--- config.mk ---
export PLATFORM = sky130hd
export DESIGN_NAME = tf_slot_decoder
export DESIGN_NICKNAME = d
export VERILOG_FILES = /design/src/rtl/tf_slot_pkg.sv /design/src/rtl/tf_legacy_window.sv /design/src/rtl/tf_slot_ctrl.sv /design/src/rtl/tf_slot_dpath.sv /design/src/rtl/tf_slot_decoder.sv
export SDC_FILE = /design/constraint.sdc
export NUM_CORES = 1
export LEC_CHECK = 0
export BUFFER_PORTS_ARGS = -buffer_cell sky130_fd_sc_hd__buf_2
export CAP_MARGIN = 10
export CORE_MARGIN = 2
export CORE_UTILIZATION = 39
export CTS_CLUSTER_DIAMETER = 80
export DETAILED_ROUTE_END_ITERATION = 6
export PLACE_DENSITY = 0.86
export SKIP_LAST_GASP = 1
export SLEW_MARGIN = 20
export SYNTH_ARGS = -nofsm -noshare
export SYNTH_HDL_FRONTEND = slang
export SYNTH_SLANG_ARGS = --single-unit
--- constraint.sdc ---
create_clock -name clk -period 3.5 [get_ports clk]
set_clock_uncertainty 0.15 [all_clocks]
set_input_delay 0.175 -clock clk [delete_from_list [all_inputs] [get_ports clk]]
set_output_delay 0.175 -clock clk [all_outputs]
set_load 0.005 [all_outputs]
--- src/rtl/tf_slot_pkg.sv ---
package tf_slot_pkg;

  localparam int SLOT_W = 4;

  // addressing modes carried in the option register
  localparam int MODE_MEMMAP    = 0;
  localparam int MODE_IO16      = 1;
  localparam int MODE_PRIMARY   = 2;
  localparam int MODE_SECONDARY = 3;

  // slots the decoder serves itself
  localparam logic [SLOT_W-1:0] SLOT_DATA    = 4'h0;
  localparam logic [SLOT_W-1:0] SLOT_DATA_HI = 4'h8;
  localparam logic [SLOT_W-1:0] SLOT_ODD     = 4'h9;
  localparam logic [SLOT_W-1:0] SLOT_ERRFEAT = 4'hD;
  localparam logic [SLOT_W-1:0] SLOT_ALTCTL  = 4'hE;
  localparam logic [SLOT_W-1:0] SLOT_DEVADDR = 4'hF;

  // core register that holds error (read) and features (write)
  localparam logic [SLOT_W-1:0] CORE_ERR_IDX = 4'h1;

  // fixed bits of the synthesized device address register
  localparam logic [7:0] DEVADDR_FIXED = 8'hC2;

  typedef struct packed {
    logic dataRd;
    logic dataWr;
    logic coreRd;
    logic coreWr;
    logic ctrlWr;
    logic oddWr;
  } tfStrobes_t;

endpackage

--- src/rtl/tf_legacy_window.sv ---
module tf_legacy_window #(
  parameter int ADDR_W = 16,
  parameter int SLOT_W = 4,
  parameter logic [ADDR_W-1:0] TASK_BASE = 16'h01F0,
  parameter logic [ADDR_W-1:0] ALT_BASE  = 16'h03F0,
  parameter logic [ADDR_W-1:0] ALT_ADJ   = 16'h03E8
) (
  input  logic [ADDR_W-1:0] addr,
  output logic              hit,
  output logic [SLOT_W-1:0] slot
);

  logic inTask;
  logic inAlt;

  // both windows are aligned 2**SLOT_W byte blocks
  assign inTask = (addr[ADDR_W-1:SLOT_W] == TASK_BASE[ADDR_W-1:SLOT_W]);
  assign inAlt  = (addr[ADDR_W-1:SLOT_W] == ALT_BASE[ADDR_W-1:SLOT_W]);
  assign hit    = inTask | inAlt;

  // only the low bits of the difference survive into the slot number
  assign slot = inAlt ? (addr[SLOT_W-1:0] - ALT_ADJ[SLOT_W-1:0])
                      : (addr[SLOT_W-1:0] - TASK_BASE[SLOT_W-1:0]);

endmodule

--- src/rtl/tf_slot_ctrl.sv ---
module tf_slot_ctrl
  import tf_slot_pkg::*;
#(
  parameter int ADDR_W = 16,
  parameter int MODE_W = 6,
  parameter logic [ADDR_W-1:0] PRI_TASK_BASE = 16'h01F0,
  parameter logic [ADDR_W-1:0] PRI_ALT_BASE  = 16'h03F0,
  parameter logic [ADDR_W-1:0] PRI_ALT_ADJ   = 16'h03E8,
  parameter logic [ADDR_W-1:0] SEC_TASK_BASE = 16'h0170,
  parameter logic [ADDR_W-1:0] SEC_ALT_BASE  = 16'h0370,
  parameter logic [ADDR_W-1:0] SEC_ALT_ADJ   = 16'h0368,
  parameter int MEM_WIN_BASE  = 'h400,
  parameter int MEM_WIN_SHIFT = 10
) (
  input  logic              clk,
  input  logic              rstN,
  input  logic [MODE_W-1:0] modeSel,
  input  logic [ADDR_W-1:0] accAddr,
  input  logic              rdStb,
  input  logic              wrStb,
  output logic [SLOT_W-1:0] slot,
  output logic [SLOT_W-1:0] coreIdx,
  output tfStrobes_t        stb
);

  localparam int NUM_LEGACY = 2;
  localparam int MEM_TAG_W  = ADDR_W - MEM_WIN_SHIFT;
  localparam logic [MEM_TAG_W-1:0] MEM_TAG = MEM_TAG_W'(MEM_WIN_BASE >> MEM_WIN_SHIFT);

  logic [NUM_LEGACY-1:0] winHit;
  logic [SLOT_W-1:0]     winSlot [NUM_LEGACY];
  logic                  memHit;
  logic                  isWr;
  logic                  isRd;

  // one window pair per legacy I/O layout: index 0 primary, 1 secondary
  for (genvar g = 0; g < NUM_LEGACY; g++) begin : g_legacy
    tf_legacy_window #(
      .ADDR_W   (ADDR_W),
      .SLOT_W   (SLOT_W),
      .TASK_BASE(g == 0 ? PRI_TASK_BASE : SEC_TASK_BASE),
      .ALT_BASE (g == 0 ? PRI_ALT_BASE  : SEC_ALT_BASE),
      .ALT_ADJ  (g == 0 ? PRI_ALT_ADJ   : SEC_ALT_ADJ)
    ) u_win (
      .addr(accAddr),
      .hit (winHit[g]),
      .slot(winSlot[g])
    );
  end

  assign memHit = (accAddr[ADDR_W-1:MEM_WIN_SHIFT] == MEM_TAG);

  always_comb begin
    slot = accAddr[SLOT_W-1:0];
    if (modeSel == MODE_W'(MODE_MEMMAP) && memHit) begin
      slot = SLOT_DATA;
    end else if (modeSel == MODE_W'(MODE_PRIMARY) && winHit[0]) begin
      slot = winSlot[0];
    end else if (modeSel == MODE_W'(MODE_SECONDARY) && winHit[1]) begin
      slot = winSlot[1];
    end
  end

  // a simultaneous read and write is taken as a write
  assign isWr = wrStb;
  assign isRd = rdStb & ~wrStb;

  always_comb begin
    stb     = '0;
    coreIdx = slot;
    unique case (slot)
      SLOT_DATA, SLOT_DATA_HI: begin
        stb.dataRd = isRd;
        stb.dataWr = isWr;
        coreIdx    = '0;
      end
      SLOT_ODD: begin
        stb.oddWr = isWr;
      end
      SLOT_ERRFEAT: begin
        coreIdx    = CORE_ERR_IDX;
        stb.coreRd = isRd;
        stb.coreWr = isWr;
      end
      SLOT_ALTCTL: begin
        stb.ctrlWr = isWr;
      end
      SLOT_DEVADDR: begin
        stb.coreWr = isWr;
      end
      default: begin
        stb.coreRd = isRd;
        stb.coreWr = isWr;
      end
    endcase
  end

  // never more than one strobe per access
  assert_single_strobe_R13: assert property (@(posedge clk) disable iff (!rstN)
    $onehot0(stb));

  // no strobe without a host access
  assert_idle_quiet_R13: assert property (@(posedge clk) disable iff (!rstN)
    (!rdStb && !wrStb) |-> (stb == '0));

endmodule

--- src/rtl/tf_slot_dpath.sv ---
module tf_slot_dpath
  import tf_slot_pkg::*;
#(
  parameter int DATA_W = 16
) (
  input  logic              clk,
  input  logic              rstN,
  input  logic [SLOT_W-1:0] slot,
  input  tfStrobes_t        stb,
  input  logic [7:0]        wrLowByte,
  input  logic [3:0]        devHeadLow,
  input  logic [7:0]        coreStatus,
  input  logic              drivePresent,
  input  logic [DATA_W-1:0] coreRdData,
  output logic [DATA_W-1:0] rdData,
  output logic [7:0]        oddByte,
  output logic              byteCycle
);

  logic [7:0] devAddr;
  logic [7:0] altStatus;

  always_ff @(posedge clk) begin
    if (!rstN) begin
      oddByte   <= '0;
      byteCycle <= 1'b0;
    end else if (stb.oddWr) begin
      oddByte   <= wrLowByte;
      byteCycle <= ~byteCycle;
    end
  end

  // device address register: fixed bits plus inverted head-select nibble
  assign devAddr   = DEVADDR_FIXED | {2'b00, ~devHeadLow, 2'b00};
  assign altStatus = drivePresent ? coreStatus : 8'h00;

  always_comb begin
    unique case (slot)
      SLOT_ODD:     rdData = DATA_W'(oddByte);
      SLOT_ALTCTL:  rdData = DATA_W'(altStatus);
      SLOT_DEVADDR: rdData = DATA_W'(devAddr);
      default:      rdData = coreRdData;
    endcase
  end

  // a slot-9 write latches the byte and flips the flag
  assert_odd_latch_R11: assert property (@(posedge clk) disable iff (!rstN)
    stb.oddWr |=> (oddByte == $past(wrLowByte)) && (byteCycle != $past(byteCycle)));

  // every other access leaves the latch untouched
  assert_odd_hold_R11: assert property (@(posedge clk) disable iff (!rstN)
    !stb.oddWr |=> $stable(oddByte) && $stable(byteCycle));

  // fixed bits of the device address read
  assert_devaddr_fixed_R10: assert property (@(posedge clk) disable iff (!rstN)
    (slot == SLOT_DEVADDR) |-> (rdData[DATA_W-1:8] == '0) && (rdData[7:6] == 2'b11)
                               && (rdData[1:0] == 2'b10));

  // alternate status of an absent drive reads zero
  assert_altstat_absent_R9: assert property (@(posedge clk) disable iff (!rstN)
    (slot == SLOT_ALTCTL && !drivePresent) |-> (rdData == '0));

endmodule

--- src/rtl/tf_slot_decoder.sv ---
module tf_slot_decoder
  import tf_slot_pkg::*;
#(
  parameter int ADDR_W = 16,
  parameter int MODE_W = 6,
  parameter int DATA_W = 16,
  parameter logic [ADDR_W-1:0] PRI_TASK_BASE = 16'h01F0,
  parameter logic [ADDR_W-1:0] PRI_ALT_BASE  = 16'h03F0,
  parameter logic [ADDR_W-1:0] PRI_ALT_ADJ   = 16'h03E8,
  parameter logic [ADDR_W-1:0] SEC_TASK_BASE = 16'h0170,
  parameter logic [ADDR_W-1:0] SEC_ALT_BASE  = 16'h0370,
  parameter logic [ADDR_W-1:0] SEC_ALT_ADJ   = 16'h0368,
  parameter int MEM_WIN_BASE  = 'h400,
  parameter int MEM_WIN_SHIFT = 10
) (
  input  logic              clk,
  input  logic              rstN,
  input  logic [MODE_W-1:0] modeSel,
  input  logic [ADDR_W-1:0] accAddr,
  input  logic              rdStb,
  input  logic              wrStb,
  input  logic [7:0]        wrLowByte,
  input  logic [3:0]        devHeadLow,
  input  logic [7:0]        coreStatus,
  input  logic              drivePresent,
  input  logic [DATA_W-1:0] coreRdData,
  output logic [3:0]        slotIdx,
  output logic [3:0]        coreRegIdx,
  output logic              coreRdStb,
  output logic              coreWrStb,
  output logic              dataRdStb,
  output logic              dataWrStb,
  output logic              devCtrlWrStb,
  output logic [DATA_W-1:0] rdData,
  output logic [7:0]        oddByte,
  output logic              byteCycle
);

  logic [SLOT_W-1:0] slot;
  logic [SLOT_W-1:0] coreIdx;
  tfStrobes_t        stb;

  tf_slot_ctrl #(
    .ADDR_W       (ADDR_W),
    .MODE_W       (MODE_W),
    .PRI_TASK_BASE(PRI_TASK_BASE),
    .PRI_ALT_BASE (PRI_ALT_BASE),
    .PRI_ALT_ADJ  (PRI_ALT_ADJ),
    .SEC_TASK_BASE(SEC_TASK_BASE),
    .SEC_ALT_BASE (SEC_ALT_BASE),
    .SEC_ALT_ADJ  (SEC_ALT_ADJ),
    .MEM_WIN_BASE (MEM_WIN_BASE),
    .MEM_WIN_SHIFT(MEM_WIN_SHIFT)
  ) u_ctrl (
    .clk    (clk),
    .rstN   (rstN),
    .modeSel(modeSel),
    .accAddr(accAddr),
    .rdStb  (rdStb),
    .wrStb  (wrStb),
    .slot   (slot),
    .coreIdx(coreIdx),
    .stb    (stb)
  );

  tf_slot_dpath #(
    .DATA_W(DATA_W)
  ) u_dpath (
    .clk         (clk),
    .rstN        (rstN),
    .slot        (slot),
    .stb         (stb),
    .wrLowByte   (wrLowByte),
    .devHeadLow  (devHeadLow),
    .coreStatus  (coreStatus),
    .drivePresent(drivePresent),
    .coreRdData  (coreRdData),
    .rdData      (rdData),
    .oddByte     (oddByte),
    .byteCycle   (byteCycle)
  );

  assign slotIdx      = slot;
  assign coreRegIdx   = coreIdx;
  assign coreRdStb    = stb.coreRd;
  assign coreWrStb    = stb.coreWr;
  assign dataRdStb    = stb.dataRd;
  assign dataWrStb    = stb.dataWr;
  assign devCtrlWrStb = stb.ctrlWr;

endmodule

==> out/results.ini, run 1 <==
[floorplanning]
initial_core_util=0.415
die_w_um=55.4
die_y_um=55.4
dieArea_mm2=0.00306
pin_count=101
coreArea_mm2=0.00248
rows=18

[yosys]
synth.distinct_cells=43
syn_inst=135
netlist_area_mm2=0.00103
ys.flop_type=dfxtp_1
synthArstFlopShare=0
yosys_warnings=0
synth_area_per_cell_um2=7.62
syn-num-nets=198
synth_edf_count=0
synth_seq_area_share=0.175
ys_ff_latch=9

[global_route]
track_usage=0.198
grt_max_degree=19
grt_pass1_wl_mm=5.15
first_global_vias=1268
antenna_found_initial=0
grt-ovfl-total=0

[timing]
rsz0062_at_grt=false
fin_crit_sh=0.719
final_max_slew_viol_count=0
worst_slack_ns=0.984
max_freq_ghz=0.397
max_slew_margin=0.524
tns_ns=0
finalSetupViolations=0
tightest_slew_ns=0.711
hold_viol=0
fin_crit_ns=2.52

[critical_path]
rrSetupSlack_ns=2.71
rr_startpoint=u_dpath.byteCycle
cp.arrival_ns=2.19
path_class=input port to output pin
cp.depth=6
critPathTopFamily=compound AO/OA/AOI/OAI gates
path_buf_inv=2
startpoint=modeSel[1]
r2r_end=u_dpath.byteCycle
cp_max_fo=14
critical_path.endpoint=rdData[4]
crit_chain=buf_2 -> or3b_2 -> o41ai_4 -> a31oi_1 -> a221oi_1 -> buf_2
cp_slowest_cell=o41ai_4
startpoint_type=input port
worstPathRequired_ns=3.17
reg2reg_depth=2
slowest_delay_ns=0.75
cpMostUsedCell=buf_2
endpoint_kind=output pin

[clocking]
hold_buffers=1
clk_latency_ns=0.26
cts_sinks=9
cts_resized=0
clkTransAtPathRegs_ns=0.06
post_cts_buffers=0
cts_tree=done
cts.root.buffer_cell=clkbuf_4
cts_buffer_depth=2
cts_htree_levels=1
cts_buffers=3

[job]
drv_cap=0

[placed_design]
gp_congestion=0.838
place_hpwl_mm=2.55
preCtsSetupSlack_ns=0.979
portBuffers=100

[detailed_routing]
route.detailed.drc=0
vias=1311
wl_per_cell_um=11.5
antenna_left=0
vias_per_cell=4.98
dr.pass1.iters=4
dr.first_iter.drc_count=30
postRouteWirelength_mm=3.02

[pwr]
peakVddDrop_mv=0.175
leakage_nw=0.813
powerDensity_mw_per_mm2=207

[final_layout]
areaGrowthSynthToFinish_pct=51.9
multi_input_area_um2=771
final_nets=297
seq_area_um2=180
drive_above_1_share=0.541
antenna_cells=0
n_fill_cell=248

[min_path]
hold_class=input port to flop

[outcome]
outcome=complete, no violations

-- state kept, by name, summed over array words and instances (netlist names) --
| register | flops |
|---|---|
| u_dpath.byteCycle | 1 |
| u_dpath.oddByte | 8 |
-- cell families (layout without fill, tap and decap cells) --
family,Yosys count,after routing,share of synthesized area
multiplexers,9,9,0.0876
flip-flops,9,9,0.175
AO/OA/AOI/OAI,32,32,0.276
XOR/XNOR,2,2,0.0170
AND/OR/NAND/NOR,67,67,0.369
buffers and inverters,16,114,0.0754
-- through the flow --
step	utilization	area, um2	instances	hold WS (ns)	power [mW]
floorplan	-	1030	135	0.167	0.180
global placement	0.616	1530	258	0.278	0.244
detailed placement	0.616	1530	258	0.280	0.245
CTS	0.631	1560	263	0.00128	0.328
global route	0.631	1560	263	0.0170	0.346
finish	0.631	1560	263	0.00927	0.323
-- routing by layer --
metal | GRT usage | up-vias | part of all wire
met1 | 0.218 | 573 | 0.39
met5 | 0 | - | 0
met2 | 0.366 | 59 | 0.51
met3 | 0.0445 | 0 | 0.098
met4 | 0.0732 | 0 | 0
li1 | - | 679 | -
-- power breakdown --
part,switching [mW],total (mW),internal [mW]
registers,0.00151,0.106,0.104
logic,0.0616,0.137,0.0755
clock network,0.0360,0.0799,0.0439
total,0.0991,0.323,0.224
-- layout make-up --
class                   instances  share of cell area
multi-input cells             110               0.493
repair buffers                102               0.331
flip-flops and latches          9               0.115
well taps                      30              0.0240
inverters                       8              0.0192
clock buffers                   4              0.0168
-- Yosys cell counts (2+ instances only) --
library cell,number,area (um2)
a21boi_0,5,37.5
dfxtp_1,9,180
buf_4,2,15.0
and2_2,6,45.0
nand3_1,4,20.0
and3_1,3,18.8
mux2i_1,9,90.1
buf_2,2,10.0
a31oi_1,4,25.0
and2_1,5,31.3
nand2_1,28,105
a21oi_1,6,30.0
a221oi_1,2,17.5
nor3b_1,3,22.5
a221oi_2,2,30.0
nor2_1,6,22.5
clkbuf_1,2,7.51
o22a_2,2,20.0
inv_1,8,30.0
a221o_2,4,45.0
-- cells in the final DEF, fill, tap and decap left out, types with 2 or more instances in the layout --
cell type	netlist	final
buf_2	2	100
nand2_1	28	28
mux2i_1	9	9
dfxtp_1	9	9
inv_1	8	8
and2_2	6	6
a21oi_1	6	6
nor2_1	6	6
and2_1	5	5
a21boi_0	5	5
nand3_1	4	4
a31oi_1	4	4
a221o_2	4	4
nor3b_1	3	3
and3_1	3	3
clkbuf_4	0	3
o22a_2	2	2
a221oi_2	2	2
a221oi_1	2	2
-- worst min-delay path, stage by stage --
cell,delay (ns)
buf_2,0.10
nand2_1,0.05
mux2i_1,0.06
-- worst min-delay path by stage --
| stage | startpoint | to | slack [ns] | cells after the start |
|---|---|---|---|---|
| global route | wrLowByte[2] | u_dpath.oddByte[2] | 0.02 | 3 |
| CTS | wrLowByte[7] | u_dpath.oddByte[7] | 0.001 | 3 |
| global placement | wrLowByte[3] | u_dpath.oddByte[3] | 0.28 | 3 |
| floorplan | wrLowByte[0] | u_dpath.oddByte[0] | 0.17 | 2 |
| finish | wrLowByte[7] | u_dpath.oddByte[7] | 0.009 | 3 |
| detailed placement | wrLowByte[5] | u_dpath.oddByte[5] | 0.28 | 3 |
Note: power is estimated with default switching activity, not from simulation.
==> run 2: changes to the inputs <==
CORE_UTILIZATION = 33   (was 39)
PLACE_DENSITY = 0.77   (was 0.86)
clock period = 2.3 ns   (was 3.5 ns; I/O delays follow)
==> run 2 against run 1 <==
Against the previous run:
- setup slack got worse by 0.93 ns
- clock power increased by 54%
- flip-flop and latch count unchanged
- die area grew 17%
- routed wire length rose by 14%
- sequential share of layout area is 1.3 points lower
- final cell count is 8.4% higher
- non-clock buffer count increased by 18
- global-route usage shrank 2.0 points
- register-to-register slack worse by 1.2 ns
- cell area increased by 12%
- combinational power up 74%
- critical path type unchanged
- critical endpoint is now rdData[7]
- largest cell class unchanged
- highest routed layer is now met4
==> out/results.ini, run 2 (synthesized netlist as in run 1, its figures left out) <==
[final_layout]
final_nets=316
drive_above_1_share=0.556
n_fill_cell=293
largestRegisters=u_dpath.oddByte (8), u_dpath.byteCycle (1)
largest_reg_flops=8
final_area_mm2=0.00176
layout.cells.most_common=buf_2
areaGrowthSynthToFinish_pct=70.8
layout_common_cells=buf_2 (99), nand2_1 (28), buf_4 (11)
regMostFlops=u_dpath.oddByte
antenna_cells=0

[timing]
fin_crit_ns=2.25
worst_slack_ns=0.0538
fin_crit_sh=0.977
max_freq_ghz=0.445
hold_viol=0
max_slew_margin=0.659
finalSetupViolations=0
final_max_slew_viol_count=0
tightest_slew_ns=0.510
rsz0062_at_grt=true

[job]
drv_cap=0

[critical_path]
rrSetupSlack_ns=1.51
cp.arrival_ns=1.98
worstPathRequired_ns=2.04
cp_max_fo=5
path_class=input port to output pin
startpoint_type=input port
endpoint_kind=output pin

[placed_design]
portBuffers=100
dpl-instance-area_mm2=0.00160
preCtsSetupSlack_ns=0.00217
place_hpwl_mm=2.65
gp_congestion=0.819

[detailed_routing]
antenna_left=0
vias_per_cell=4.88
route.detailed.drc=0
vias=1390
postRouteWirelength_mm=3.44
dr.first_iter.drc_count=26
dr.pass1.iters=4
wl_per_cell_um=12.1

[min_path]
hold_class=input port to flop

[global_route]
grt-ovfl-total=0
track_usage=0.178
grt_pass1_wl_mm=4.99
antenna_found_initial=0
grt_max_degree=19
first_global_vias=1230

[clocking]
cts_sinks=9
cts_buffers=3
cts_tree=done
clkTransAtPathRegs_ns=0.06
cts_buffer_depth=2
clk_latency_ns=0.26
cts_htree_levels=1
cts.root.buffer_cell=clkbuf_4

[pwr]
peakVddDrop_mv=0.260
powerDensity_mw_per_mm2=298
leakage_nw=0.906

[floorplanning]
die_y_um=59.8
rows=20
coreArea_mm2=0.00300
pin_count=101
initial_core_util=0.342
dieArea_mm2=0.00358
die_w_um=59.8

[outcome]
outcome=complete, no violations

run 2: cell count changes in the layout (fill, tap and decap cells not counted):
cell           delta
a221oi_1          -1
dlygate4sd3_1     +7
o22a_4            +1
a21o_2            +1
buf_2             -1
a221oi_2          +1
nand3_1           -1
o22a_2            -1
buf_4            +10
nand3_2           +1
buf_6             +2
run 2: repair_timing:
| item | 4_1_cts | 5_1_grt |
|---|---|---|
| buffers inserted | 0 | 2 |
| setup endpoints to repair | 0 | 5 |
| endpoints found under the hold margin | 8 | 0 |
| hold buffers | 8 | 0 |
| gates resized for setup | 0 | 5 |
run 2: path summary, 6_finish.rpt:
check                                          end               from  depth (start not counted)
worst max-delay path                     rdData[7]         modeSel[3]                          8
worst min-delay path            u_dpath.oddByte[1]               rstN                          3
worst max register to register   u_dpath.byteCycle  u_dpath.byteCycle                          2
worst min register to register   u_dpath.byteCycle  u_dpath.byteCycle                          2
run 2: metal layers:
metal	vias up	part of all wire	routed length [um]	GRT usage
met4	0	0.0087	30	0.0571
met2	57	0.52	1770	0.346
met1	609	0.41	1410	0.200
li1	721	-	-	-
met5	-	0	0	0
met3	3	0.065	222	0.0152
run 2: metrics by stage:
stage | std cells | hold slack (ns) | TNS (ns) | power, mW | utilization
2_1_floorplan | 135 | 0.107 | 0 | 0.274 | -
3_3_place_gp | 270 | 0.215 | -0.00814 | 0.381 | 0.532
3_5_place_dp | 270 | 0.218 | 0 | 0.384 | 0.532
4_1_cts | 282 | 0.0830 | 0 | 0.519 | 0.568
5_1_grt | 285 | 0.114 | -0.0383 | 0.558 | 0.585
6_report | 285 | 0.0913 | 0 | 0.523 | 0.585
run 2: critical path, stage by stage:
cell and delay [ns]:
buf_6 0.09, or4_4 0.56, nor3_4 0.28, o22a_2 0.25, a21oi_2 0.07, buf_6 0.13, a221o_2 0.35, buf_2 0.13
run 2: report_power, final:
group          leakage, nW  switching [mW]  internal [mW]
Clock               0.0150          0.0558         0.0669
Combinational        0.818           0.103          0.136
Sequential          0.0728         0.00227          0.159
run 2: layout make-up:
type                       count  area [um2]  area share
tap                           33        41.3      0.0235
inverter                       8        30.0      0.0171
timing repair buffer         120         681       0.387
sequential                     9         180       0.103
clock buffer                   4        26.3      0.0150
multi-input combinational    111         798       0.454
==> run 3: changes to the inputs <==
CORE_ASPECT_RATIO = 1.5   (was unset)
==> run 3 against run 2 <==
Against the previous run:
- non-clock buffer count shrank 5
- critical path type unchanged
- routed wire length rose by 11%
- combinational power shrank 3%
- setup slack gained 0.0062 ns
- clock power is 50% higher
- flip-flop and latch count is the same
- hold slack worse by 0.088 ns
- sequential share of layout area up 0.19 points
- utilization up 0.088 points
==> out/results.ini, run 3 (synthesized netlist as in run 1, its figures left out) <==
[outcome]
outcome=complete, no violations

[final_layout]
areaGrowthSynthToFinish_pct=67.6
layout_common_cells=buf_2 (100), nand2_1 (28), mux2i_1 (9), dfxtp_1 (9), inv_1 (8)
regMostFlops=u_dpath.oddByte
largestRegisters=u_dpath.oddByte (8), u_dpath.byteCycle (1)
antenna_cells=0
fin_util=0.586
layout.cells.most_common=buf_2
final_nets=310
largest_reg_flops=8
drive_above_1_share=0.541

[timing]
rsz0062_at_grt=true
fin_crit_sh=0.974
max_freq_ghz=0.446
max_slew_margin=0.654
fin_crit_ns=2.24
tns_ns=0
hold_viol=0
final_max_slew_viol_count=0
whs_ns=0.00291
finalSetupViolations=0
tightest_slew_ns=0.518

[critical_path]
worstPathRequired_ns=2.04
endpoint_kind=output pin
cp_slowest_cell=or4_4
path_class=input port to output pin
startpoint=modeSel[3]
crit_chain=buf_2 -> or4_4 -> nor3_4 -> nand4_4 -> a21o_4 -> a221o_2 -> buf_2
startpoint_type=input port
slowest_delay_ns=0.56
rr_startpoint=u_dpath.oddByte[6]
cp.arrival_ns=1.97
cpMostUsedCell=buf_2
cp_max_fo=11

[clocking]
cts_sinks=9
clk_latency_ns=0.23
cts_htree_levels=1
clkTransAtPathRegs_ns=0.04
cts.root.buffer_cell=clkbuf_8
cts_buffers=3
cts_buffer_depth=2
cts_tree=done

[detailed_routing]
route.detailed.drc=0
antenna_left=0
wl_per_cell_um=13.5
postRouteWirelength_mm=3.83
vias_per_cell=4.91
dr.first_iter.drc_count=17
vias=1400
dr.pass1.iters=4

[floorplanning]
die_w_um=49.6
coreArea_mm2=0.00294
rows=24
pin_count=101
initial_core_util=0.349
dieArea_mm2=0.00359
die_y_um=72.4

[placed_design]
gp_congestion=0.819
portBuffers=100
place_hpwl_mm=2.92

[pwr]
seqPwrFrac=0.280
power.total_mw=0.579
internal_power_mw=0.411
combPwrFrac=0.403
p_switching_mw=0.169
peakVddDrop_mv=0.351
powerDensity_mw_per_mm2=336
leakage_nw=0.886
swShare=0.291
clkPwrFrac=0.318

[global_route]
grt_pass1_wl_mm=5.97
track_usage=0.209
antenna_found_initial=0
grt-ovfl-total=0
first_global_vias=1443
grt_max_degree=19

[min_path]
hold_class=input port to flop
min-delay-start=wrLowByte[7]

[job]
drv_cap=0

## run 3: final timing paths
| kind | cells past startpoint | slack [ns] | end |
|---|---|---|---|
| setup / recovery | 7 | 0.06 | rdData[0] |
| hold / removal | 3 | 0.003 | u_dpath.oddByte[7] |
| setup reg to reg | 2 | 1.42 | u_dpath.oddByte[6] |
| hold reg to reg | 2 | 0.33 | u_dpath.oddByte[2] |
## run 3: final cells by class
| class | instances | area, um2 |
|---|---|---|
| fill | 283 | 1220 |
| multi-input combinational | 110 | 773 |
| timing repair buffer | 115 | 647 |
| sequential | 9 | 180 |
| tap | 39 | 48.8 |
| clock buffer | 4 | 45.0 |
| inverter | 8 | 30.0 |
## run 3: stage by stage
stage	setup WS (ns)	instance area, um2	instances
after floorplan	0.253	1030	135
after global placement	0.0720	1600	273
after detailed placement	0.0649	1600	273
after CTS	0.0580	1710	284
after global routing	-0.00322	1720	285
final	0.0601	1720	285
## run 3: repair_timing
item	CTS	global route
resized for setup	0	2
endpoints found under the setup margin	0	3
hold endpoints to repair	7	0
buffers inserted	0	1
hold buffers	7	0
## run 3: routing by layer
metal	part of all wire	up-vias	global-route usage
met3	0.069	14	0.0576
met2	0.56	61	0.406
met4	0.029	0	0.123
li1	-	705	-
met1	0.34	620	0.186
met5	0	-	0
## run 3: critical path: cells and delay by family
family / cells / cell delay, ns
buffers and inverters: 2 / 0.23
AO/OA/AOI/OAI: 2 / 0.68
AND/OR/NAND/NOR: 3 / 0.95
## run 3: power groups by stage
stage	clock network [mW]	registers, mW	logic (mW)
detailed placement	0	0.165	0.219
floorplan	0	0.165	0.109
global route	0.196	0.162	0.256
global placement	0	0.165	0.218
finish	0.184	0.162	0.233
CTS	0.184	0.162	0.230
